<file path="config.mk">
export PLATFORM = sky130hd
export DESIGN_NAME = adc_scan_seq
export DESIGN_NICKNAME = d
export VERILOG_FILES = /design/src/rtl/adc_scan_pkg.sv /design/src/rtl/adc_scan_rst_sync.sv /design/src/rtl/adc_scan_trig_sync.sv /design/src/rtl/adc_scan_fsm.sv /design/src/rtl/adc_scan_results.sv /design/src/rtl/adc_scan_seq.sv
export SDC_FILE = /design/constraint.sdc
export NUM_CORES = 1
export LEC_CHECK = 0
export BUFFER_PORTS_ARGS = -buffer_cell sky130_fd_sc_hd__clkbuf_2
export CORE_ASPECT_RATIO = 1.25
export CORE_MARGIN = 2
export CORE_UTILIZATION = 40
export CTS_CLUSTER_SIZE = 8
export DETAILED_ROUTE_END_ITERATION = 8
export GPL_TIMING_DRIVEN = 0
export SETUP_SLACK_MARGIN = 0.02
export SYNTH_ARGS = -nofsm -noshare
export SYNTH_HDL_FRONTEND = slang
export SYNTH_SLANG_ARGS = --single-unit
</file>
<file path="constraint.sdc">
create_clock -name clk -period 2.8 [get_ports clk]
set_input_delay 0.14 -clock clk [delete_from_list [all_inputs] [get_ports clk]]
set_output_delay 0.14 -clock clk [all_outputs]
set_load 0.02 [all_outputs]
</file>
<file path="src/rtl/adc_scan_pkg.sv">
package adc_scan_pkg;
  typedef enum logic [1:0] {
    ST_IDLE  = 2'd0,
    ST_ISSUE = 2'd1,
    ST_WAIT  = 2'd2,
    ST_TRIG  = 2'd3
  } scan_state_t;
endpackage

</file>
<file path="src/rtl/adc_scan_rst_sync.sv">
module adc_scan_rst_sync (
  input  logic clk,
  input  logic rst_n,
  output logic rst_n_sync
);
  logic stage_q;

  always_ff @(posedge clk or negedge rst_n) begin
    if (!rst_n) begin
      stage_q    <= 1'b0;
      rst_n_sync <= 1'b0;
    end else begin
      stage_q    <= 1'b1;
      rst_n_sync <= stage_q;
    end
  end
endmodule

</file>
<file path="src/rtl/adc_scan_trig_sync.sv">
module adc_scan_trig_sync (
  input  logic clk,
  input  logic rst_n,
  input  logic trig_async,
  output logic trig_rise
);
  logic meta_q, sync_q, prev_q;

  always_ff @(posedge clk or negedge rst_n) begin
    if (!rst_n) begin
      meta_q <= 1'b0;
      sync_q <= 1'b0;
      prev_q <= 1'b0;
    end else begin
      meta_q <= trig_async;
      sync_q <= meta_q;
      prev_q <= sync_q;
    end
  end

  assign trig_rise = sync_q & ~prev_q;
endmodule

</file>
<file path="src/rtl/adc_scan_fsm.sv">
module adc_scan_fsm
  import adc_scan_pkg::*;
#(
  parameter int NUM_CH = 8,
  parameter int GROUP  = 4,
  localparam int CH_W  = $clog2(NUM_CH)
) (
  input  logic            clk,
  input  logic            rst_n,
  input  logic            en,
  input  logic [CH_W-1:0] last_ch,
  input  logic            trig_rise,
  input  logic            conv_done,
  output logic            conv_start,
  output logic [CH_W-1:0] conv_ch,
  output logic            res_we,
  output logic [CH_W-1:0] res_ch,
  output logic            irq
);
  localparam logic [CH_W:0] GROUP_LIM = (CH_W+1)'(GROUP);

  scan_state_t     state_q, state_d;
  logic [CH_W-1:0] ch_q, ch_d;
  logic [CH_W-1:0] last_q, last_d;
  logic            ch_ce;
  logic            irq_d;
  logic [CH_W:0]   ch_nxt;

  assign ch_nxt = {1'b0, ch_q} + 1'b1;

  always_comb begin
    state_d = state_q;
    ch_d    = ch_q;
    last_d  = last_q;
    ch_ce   = 1'b0;
    irq_d   = 1'b0;
    res_we  = 1'b0;
    if (!en) begin
      state_d = ST_IDLE;
    end else begin
      case (state_q)
        ST_IDLE: begin
          if (trig_rise) begin
            state_d = ST_ISSUE;
            ch_d    = '0;
            last_d  = last_ch;
            ch_ce   = 1'b1;
          end
        end
        ST_ISSUE: state_d = ST_WAIT;
        ST_WAIT: begin
          if (conv_done) begin
            res_we = 1'b1;
            if (ch_q == last_q) begin
              irq_d   = 1'b1;
              state_d = ST_IDLE;
            end else begin
              ch_d    = ch_nxt[CH_W-1:0];
              ch_ce   = 1'b1;
              state_d = (ch_nxt < GROUP_LIM) ? ST_ISSUE : ST_TRIG;
            end
          end
        end
        ST_TRIG: begin
          if (trig_rise) state_d = ST_ISSUE;
        end
        default: state_d = ST_IDLE;
      endcase
    end
  end

  always_ff @(posedge clk or negedge rst_n) begin
    if (!rst_n) begin
      state_q <= ST_IDLE;
      ch_q    <= '0;
      last_q  <= '0;
      irq     <= 1'b0;
    end else begin
      state_q <= state_d;
      irq     <= irq_d;
      if (ch_ce) begin
        ch_q   <= ch_d;
        last_q <= last_d;
      end
    end
  end

  assign conv_start = (state_q == ST_ISSUE);
  assign conv_ch    = ch_q;
  assign res_ch     = ch_q;
endmodule

</file>
<file path="src/rtl/adc_scan_results.sv">
module adc_scan_results #(
  parameter int NUM_CH = 8,
  parameter int RES_W  = 10,
  localparam int CH_W  = $clog2(NUM_CH)
) (
  input  logic                         clk,
  input  logic                         rst_n,
  input  logic                         we,
  input  logic [CH_W-1:0]              wr_ch,
  input  logic [RES_W-1:0]             wr_data,
  output logic [NUM_CH-1:0][RES_W-1:0] res
);
  for (genvar g = 0; g < NUM_CH; g++) begin : g_slot
    logic slot_ce;
    assign slot_ce = we && (wr_ch == CH_W'(g));
    always_ff @(posedge clk or negedge rst_n) begin
      if (!rst_n)       res[g] <= '0;
      else if (slot_ce) res[g] <= wr_data;
    end
  end
endmodule

</file>
<file path="src/rtl/adc_scan_seq.sv">
module adc_scan_seq #(
  parameter int NUM_CH  = 8,
  parameter int GROUP   = 4,
  parameter int RES_W   = 10,
  localparam int CH_W   = $clog2(NUM_CH),
  localparam int ADDR_W = CH_W + 1,
  localparam int RD_W   = (RES_W > 8) ? RES_W : 8
) (
  input  logic              clk,
  input  logic              rst_n,
  input  logic              reg_wr,
  input  logic [ADDR_W-1:0] reg_waddr,
  input  logic [7:0]        reg_wdata,
  input  logic [ADDR_W-1:0] reg_raddr,
  output logic [RD_W-1:0]   reg_rdata,
  input  logic              trig_in,
  output logic              conv_start,
  output logic [CH_W-1:0]   conv_ch,
  input  logic              conv_done,
  input  logic [RES_W-1:0]  conv_result,
  output logic              irq
);
  logic                         rst_ns;
  logic [7:0]                   mode_q;
  logic                         mode_ce;
  logic                         mode_en;
  logic [CH_W-1:0]              mode_last;
  logic                         trig_rise;
  logic                         res_we;
  logic [CH_W-1:0]              res_ch;
  logic [NUM_CH-1:0][RES_W-1:0] res;

  adc_scan_rst_sync u_rst (
    .clk(clk), .rst_n(rst_n), .rst_n_sync(rst_ns)
  );

  assign mode_ce = reg_wr && (reg_waddr == '0);

  always_ff @(posedge clk or negedge rst_ns) begin
    if (!rst_ns)      mode_q <= '0;
    else if (mode_ce) mode_q <= reg_wdata;
  end

  assign mode_en   = mode_q[7];
  assign mode_last = mode_q[CH_W-1:0];

  adc_scan_trig_sync u_trig (
    .clk(clk), .rst_n(rst_ns), .trig_async(trig_in), .trig_rise(trig_rise)
  );

  adc_scan_fsm #(.NUM_CH(NUM_CH), .GROUP(GROUP)) u_fsm (
    .clk(clk), .rst_n(rst_ns), .en(mode_en), .last_ch(mode_last),
    .trig_rise(trig_rise), .conv_done(conv_done),
    .conv_start(conv_start), .conv_ch(conv_ch),
    .res_we(res_we), .res_ch(res_ch), .irq(irq)
  );

  adc_scan_results #(.NUM_CH(NUM_CH), .RES_W(RES_W)) u_res (
    .clk(clk), .rst_n(rst_ns), .we(res_we), .wr_ch(res_ch),
    .wr_data(conv_result), .res(res)
  );

  always_comb begin
    reg_rdata = '0;
    if (reg_raddr[ADDR_W-1]) reg_rdata[RES_W-1:0] = res[reg_raddr[CH_W-1:0]];
    else if (reg_raddr == '0) reg_rdata[7:0] = mode_q;
  end
endmodule

</file>
# [Word-level counts from Yosys, hierarchy flattened]
# Index checks and enable logic that the tools add are counted.
[word_totals] register_bits=102 inputBits=31 output_inout_bits=15 elab_cells=84
[classes] n_addsub=1 order_cmp=2 n_eq_ne=16 mux=27 bitwise=2 n_reduce_logical=18
[ops] operator="10-bit binary-select mux with 3-bit select" count=1
[ops] operator="8-bit 2-to-1 mux" count=2
[ops] operator="3-bit == test (second input constant)" count=4
[ops] operator="2-bit 2-to-1 mux" count=6
[ops] operator="1-bit 2-to-1 mux" count=11
[ops] operator="10-bit 2-to-1 mux" count=1
[ops] operator="1-bit logical AND" count=9
[ops] operator="3-bit 2-to-1 mux" count=3
[ops] operator="4-bit zero test" count=2
[ops] operator="3-bit by 2-bit == test with 1-bit output (second input constant)" count=2
[ops] operator="2-bit != test (second input constant)" count=3
[ops] operator="2-bit one-hot mux with 3 select lines" count=1
[ops] operator="3-bit one-hot mux with 2 select lines" count=1
[ops] operator="6-bit AND reduction" count=1
[ops] operator="3-bit by 1-bit adder with 4-bit output (second input constant)" count=1
[ops] operator="2-bit == test (second input constant)" count=2
[ops] operator="3-bit by 4-bit < comparator with 1-bit output (second input constant)" count=1
[ops] operator="4-bit by 3-bit < comparator with 1-bit output (second input constant)" count=1
[ops] operator="4-bit AND reduction" count=1
[ops] operator="3-bit by 1-bit == test with 1-bit output (second input constant)" count=1
[ops] operator="3-bit == test" count=1
[ops] operator="3-bit zero test" count=1
[ops] operator="3-bit by 2-bit != test with 1-bit output (second input constant)" count=1
[ops] operator="3-bit != test (second input constant)" count=1
[ops] operator="8 further kinds" count=8

# [Longest topological paths before layout]
# Gate-level depths: netlist of the first run.
[logic_depth] ltp_word=7 ltp_mapped=6 mapped_depth_nobuf=6

# [Hierarchy]
# From an unflattened synthesis of the first run, not the netlist that was laid out.
[unflattened] cells_unflattened=329 area_unflattened_um2=4981.0
[modules_own_cells] module="adc_scan_results" instances=1 cells_each=175 area_each_um2=3163.0 seq_area_each_um2=2001.9
[modules_own_cells] module="adc_scan_seq" instances=1 cells_each=89 area_each_um2=1096.1 seq_area_each_um2=200.2
[modules_own_cells] module="adc_scan_fsm" instances=1 cells_each=58 area_each_um2=579.3 seq_area_each_um2=225.2
[modules_own_cells] module="adc_scan_trig_sync" instances=1 cells_each=4 area_each_um2=88.8 seq_area_each_um2=75.1
[modules_own_cells] module="adc_scan_rst_sync" instances=1 cells_each=3 area_each_um2=53.8 seq_area_each_um2=50.0

# [Worst setup path after synthesis of the first run]
# No wires, ideal clock.
[synth_timing] path_type="reg2reg" startpoint="register u_fsm.state_q[0]" endpoint="register u_res.res[40] in the netlist's numbering" setup_ps=125 t_arrival_ps=1651 required_time_ps=2675 setup_slack_ps=1024 path_stages_with_launch=7 path_buffers=0 synth_period_minus_slack_ps=1776 path_cell_list="dfrtp_1 inv_1 ha_1 inv_1 nor3_4 nand3_2 mux2_2"
[synth_between] elab_chain_cells=4
[synth_rtl] element="start: declaration" line_no="adc_scan_fsm.sv:22" text="scan_state_t state_q, state_d;"
[synth_rtl] element="start signal: assignment" line_no="adc_scan_fsm.sv:79" text="state_q <= state_d;"
[synth_rtl] element="2-bit == test" line_no="adc_scan_fsm.sv:41" text="case (state_q)"
[synth_rtl] element="1-bit 2-to-1 mux" line_no="adc_scan_fsm.sv:41"
[synth_rtl] element="1-bit 2-to-1 mux" line_no="adc_scan_fsm.sv:38" text="if (!en) begin"
[synth_rtl] element="1-bit logical AND" line_no="adc_scan_results.sv:15" text="assign slot_ce = we && (wr_ch == CH_W'(g));"
[synth_rtl] element="end signal: indexed assignment" line_no="adc_scan_results.sv:18" text="else if (slot_ce) res[g] <= wr_data;"
[synth_rtl] element="end: declaration" line_no="adc_scan_results.sv:11" text="output logic [NUM_CH-1:0][RES_W-1:0] res"
# Every way passes these cells.
# A chain may end at the register's enable or synchronous reset.

# [Final worst setup path of the first run]
[layout_timing] startpoint="register u_fsm.state_q[0]" endpoint="register u_res.res[62] in the netlist's numbering"
# Same word-level chain as after synthesis.

==> results of run 1 <==
routing by layer:
| layer | track usage (%) | vias to the layer above | part of all wire, % |
|---|---|---|---|
| met1 | 21.58 | 1505 | 44 |
| met2 | 27.80 | 44 | 51 |
| met3 | 2.627 | 13 | 2.6 |
| met5 | 0 | - | 0 |
| met4 | 5.963 | 0 | 1.8 |
| li1 | - | 1271 | - |
synthesized netlist by cell type, drive strengths merged (3+ instances only):
cell type	instances
a32o	3
xnor2	3
buf	5
nand2	17
nor2	4
a22oi	8
nor2b	5
ha	9
clkbuf	3
mux2i	12
nand2b	3
dfrtp	102
mux4	17
mux2	91
nand3	7
inv	8
power by group through the flow:
stage | registers (mW) | logic [mW] | clock network, mW
detailed placement | 1.90 | 0.851 | 0
CTS | 1.87 | 0.858 | 1.30
global placement | 1.91 | 0.811 | 0
floorplan | 1.88 | 0.629 | 0
global route | 1.91 | 0.940 | 1.35
finish | 1.87 | 0.847 | 1.26
critical path, cell delays in order, from the launching register on:
cell     delay, ns
dfrtp_1       0.40
inv_1         0.08
ha_1          0.26
inv_1         0.18
nor3_4        0.38
nand3_2       0.39
mux2_2        0.40
per-stage QoR:
stage	hold WS, ns	area [µm²]	util, %
final	0.02428	5434	47.23
after global placement	-0.07406	5082	44.17
after detailed placement	-0.07062	5112	44.43
after floorplan	-0.1556	4695	-
after CTS	0.01866	5434	47.23
after global routing	0.02905	5434	47.23
worst paths after layout:
check | startpoint | endpoint | slack [ns] | cells after the start
setup / recovery | u_fsm.state_q[0]$_DFFE_PN0P_ | u_res.res[62]$_DFFE_PN0P_ | 0.59 | 6
hold / removal | reg_wdata[2] | mode_q[2]$_DFFE_PN0P_ | 0.02 | 2
setup reg to reg | u_fsm.state_q[0]$_DFFE_PN0P_ | u_res.res[62]$_DFFE_PN0P_ | 0.59 | 6
hold reg to reg | u_rst.rst_n_sync$_DFF_PN0_ | mode_q[3]$_DFFE_PN0P_ | 0.29 | 0
max in group asynchronous | u_rst.rst_n_sync$_DFF_PN0_ | u_res.res[44]$_DFFE_PN0P_ | 1.83 | 1
min in group asynchronous | rst_n | u_rst.rst_n_sync$_DFF_PN0_ | 0.11 | 2
cell type report:
cell class | instances | area, µm² | share of cell area [%]
multi-input cells | 195 | 2072 | 38.13
inverters | 8 | 30.03 | 0.5526
well taps | 138 | 172.7 | 3.178
clock inverters | 4 | 45.04 | 0.8289
flip-flops and latches | 102 | 2556 | 47.04
clock buffers | 12 | 256.5 | 4.720
repair buffers | 46 | 262.8 | 4.835
plain buffers | 8 | 38.79 | 0.7138
state kept, by name (all words and copies together) (netlist names):
name,flops
mode_q,8
u_fsm.conv_ch,3
u_fsm.irq,1
u_fsm.last_q,3
u_fsm.state_q,2
u_res.res,80
u_rst.rst_n_sync,1
u_rst.stage_q,1
u_trig.meta_q,1
u_trig.prev_q,1
u_trig.sync_q,1
kinds of logic (layout without fill, tap and decap cells):
logic type | count (synthesis) | after routing | share of synthesized area (%)
AO/OA/AOI/OAI | 18 | 18 | 3.119
XOR/XNOR | 3 | 3 | 0.5600
adder cells (fa/ha/maj) | 9 | 9 | 2.399
buffers and inverters | 16 | 78 | 1.466
flip-flops | 102 | 102 | 54.39
multiplexers | 120 | 120 | 32.55
other | 1 | 1 | 0.07990
AND/OR/NAND/NOR | 44 | 44 | 5.439
==> results.cfg, run 1 <==
[critical_path]
cp.required_ns = 3.02
path_class = reg2reg
crit_arrival_ns = 2.43
crit_fanout = 10
setup.worst_path.end_class = flop
cp-start-kind = flop

[power]
p_leak_nw = 2.680
powerDensity_mw_per_mm2 = 732.7
p_int_mw = 2.891
clkPwrFrac_pct = 31.7
vdd_drop_max_v = 0.0002976
power_switching_mw = 1.090
power_frac_seq_pct = 47.0
finalPower_mw = 3.981
p_sw_share_pct = 27.37
power_frac_comb_pct = 21.3

[clock_tree]
post-cts-setup-buffers = 0
cts_tree = done
cts_made_buffers = 9
clock_latency_ns = 0.34
hold_buffers = 2
clock_sinks = 102
cts_resized = 0
clock_path_buffers = 2
root_buffer = clkbuf_16
clk_pin_slew_ns = 0.07
htreeDepth = 3

[logic_synthesis]
syn_nets = 353
synth_edf_count = 0
ys_seq_area_share_pct = 54.39
yosys-top-cells-area = dfrtp_1, mux2_2, mux4_2, mux2i_1, ha_1
netlist_area_mm2 = 0.004693
netlist_instances = 313
async_flop_share_pct = 100.0
synth_warnings = 0
synth.top_cell.area_share_pct = 54.39
ys.flop_type = dfrtp_1
ys_ff_latch = 102
synth_top_cell_by_area = dfrtp_1
yosysUniqueCellTypes = 34
syn_area_per_cell_um2 = 14.99

[sta]
fmaxAchievable_mhz = 452.6
slew_viol_final = 0
skew_ns = 0.008184
fin_tns_setup_ns = 0
hold_viol = 0
min_period_ns = 2.209
fin_crit_sh_pct = 78.90
rsz0062_at_grt = false
finalSetupViolations = 0
finalWorstSetupSlack_ns = 0.5907
max_slew.worst_pin.slew_ns = 0.9952
maxSlewHeadroom_pct = 33.10

[grt]
grt_pass1_vias = 3021
grt_max_degree = 68
grt_overflow = 0
grt_pass1_wl_um = 15950
grt_usage_pct = 16.57
grt_antenna_before_repair = 0

[detailed_routing]
drtIter0Drc = 80
drc = 0
dr.pass1.iters = 4
drt_wl_total_um = 9736
wl_per_cell_um = 18.98
vias_per_cell = 5.522
via_count = 2833
postRouteAntennaNets = 0

[layout]
syn_to_final_growth_pct = 15.78
final_common_cell = dfrtp_1
drive_gt1_share_pct = 48.27
diodes = 0
layout_common_cells = dfrtp_1, mux2_2, clkbuf_2
fin_nets = 410
stdcell_count = 513
n_fill_cell = 1028

[floorplan]
ios = 46
core_mm2 = 0.01151
start_util_pct = 40.79
die_h_um = 125.1
dieArea_mm2 = 0.01262
rows = 44
die-width_um = 100.9

[placement]
gp_congestion = 0.8037
placed_cells = 495
hpwlAfterDp_um = 6545
dp_slack_ns = 0.5807
numPortBuffers = 43

[status]
status = finished clean

[job]
max_cap_viol_count = 0

[min_path]
hold_path_class = in2reg
Power figures use the tool's default switching activity.
==> run 2: changes to the inputs <==
==> constraint.sdc (replaced) <==
create_clock -name clk -period 1.9 [get_ports clk]
set_input_delay 0.095 -clock clk [delete_from_list [all_inputs] [get_ports clk]]
set_output_delay 0.095 -clock clk [all_outputs]
set_load 0.02 [all_outputs]
==> run 2 against run 1 <==
Effect of this change: worst setup slack worse by 0.57 ns; clock power is 48% higher; clock skew is 0.0010 ns lower.
==> results.cfg, run 2 (synthesis results as in run 1) <==
[sta]
fmaxAchievable_mhz = 531.4
rsz0062_at_grt = true
max_slew.worst_pin.slew_ns = 0.7689
slew_viol_final = 0
min_period_ns = 1.882
finalSetupViolations = 0
holdWs_ns = 0.06893
fin_crit_sh_pct = 99.05
skew_ns = 0.007179
hold_viol = 0
maxSlewHeadroom_pct = 48.74

[critical_path]
cp-start-kind = flop
setup.worst_path.end_class = output pin
cp_cell_sequence = mux4_2 -> nand2b_1 -> a32o_1 -> clkbuf_2
cpMaxStageDelayCell = mux4_2
timing.rr.start = u_fsm.state_q[0]$_DFFE_PN0P_
max_stage_delay_ns = 0.46
crit_fanout = 2
crit_family = multiplexers
cp_num_buf_inv = 1
crit_arrival_ns = 1.79
setup.worst_path.start = u_res.res[77]$_DFFE_PN0P_
path_class = reg2out
cp.required_ns = 1.80

[detailed_routing]
via_count = 2896
postRouteAntennaNets = 0
drc = 0
wl_per_cell_um = 19.86
drtIter0Drc = 79
drt_wl_total_um = 10490
vias_per_cell = 5.485
dr.pass1.iters = 4

[grt]
top_usage_layer = met2
grt_antenna_before_repair = 0
globalRouteMet2Util_pct = 28.78
groute.layer.met3.usage_pct = 2.739
grt_pass1_vias = 3122
grt_usage_pct = 17.22
grt_use_met1_pct = 22.39
grt_pass1_wl_um = 16550
grt_max_degree = 68
grt_overflow = 0

[clock_tree]
clk_pin_slew_ns = 0.07
cts_made_buffers = 9
clock_latency_ns = 0.34
htreeDepth = 3
clock_path_buffers = 2
cts_tree = done
root_buffer = clkbuf_16
clock_sinks = 102

[layout]
largest_reg_flops = 80
fin_nets = 425
layout_common_cells = dfrtp_1, mux2_2, clkbuf_2
stdcell_count = 528
top_register = u_res.res
post-route-util_pct = 49.96
syn_to_final_growth_pct = 22.47
diodes = 0
drive_gt1_share_pct = 51.54
final_common_cell = dfrtp_1
reg_top3 = u_res.res: 80 flops, mode_q: 8 flops

[power]
p_leak_nw = 2.813
powerDensity_mw_per_mm2 = 1069
finalPower_mw = 6.142
vdd_drop_max_v = 0.0004751

[placement]
gp_congestion = 0.8037
placed_cells = 495
numPortBuffers = 43
hpwlAfterDp_um = 6545

[job]
max_cap_viol_count = 0

[floorplan]
start_util_pct = 40.79
die-width_um = 100.9
dieArea_mm2 = 0.01262
ios = 46
die_h_um = 125.1
core_mm2 = 0.01151
rows = 44

[min_path]
hold_path_class = in2async

[status]
status = finished clean
run 2: cell types whose count changed in the layout (fill, tap and decap cells not counted), sizes merged:
| cell | before | now |
|---|---|---|
| buf | 6 | 9 |
| clkbuf | 58 | 59 |
| clkinvlp | 0 | 1 |
| dlygate4sd3 | 2 | 10 |
| inv | 8 | 7 |
| nand3 | 7 | 10 |
run 2: report_power, final:
group,internal (mW),switching (mW),total [mW]
Combinational,0.760,0.750,1.51
Clock,1.09,0.777,1.86
Sequential,2.53,0.236,2.77
Total,4.38,1.76,6.14
run 2: repair_timing:
action / CTS / global route
cloned: 1 / 2
gates resized for setup: 16 / 19
setup buffers: 1 / 3
setup endpoints to repair: 88 / 73
hold endpoints to repair: 11 / 0
hold buffers: 10 / 0
pin swaps: 3 / 4
run 2: worst paths after layout:
path,depth (start not counted),slack (ns),end
hold reg to reg,0,0.29,mode_q[3]$_DFFE_PN0P_
hold / removal,2,0.07,u_rst.rst_n_sync$_DFF_PN0_
setup reg to reg,7,0.04,u_res.res[57]$_DFFE_PN0P_
min in group clk,3,0.08,u_fsm.irq$_DFF_PN0_
max in group asynchronous,1,0.92,mode_q[7]$_DFFE_PN0P_
setup / recovery,4,0.02,reg_rdata[7]
run 2: cell type report:
cell class              instances  area, µm²
clock buffers                  12      256.5
repair buffers                 58      405.4
well taps                     138      172.7
inverters                       8      33.78
clock inverters                 4      45.04
multi-input cells             198       2231
flip-flops and latches        102       2556
plain buffers                   8      47.55
fillers                       998       5758
run 2: metrics by stage:
stage / worst slack [ns] / TNS (ns) / area [µm²]
after global placement: -0.4223 / -57.64 / 5082
final: 0.01807 / 0 / 5748
after detailed placement: -0.3193 / -16.47 / 5112
after floorplan: 0.1242 / 0 / 4695
after global routing: -0.03195 / -0.1342 / 5748
after CTS: -0.08217 / -2.012 / 5624
run 2: per-layer routing:
metal  share of wire, %  up-vias
li1                   -     1308
met1                 44     1515
met2                 52       56
met3                2.8       17
met4                2.1        0
met5                  0        -
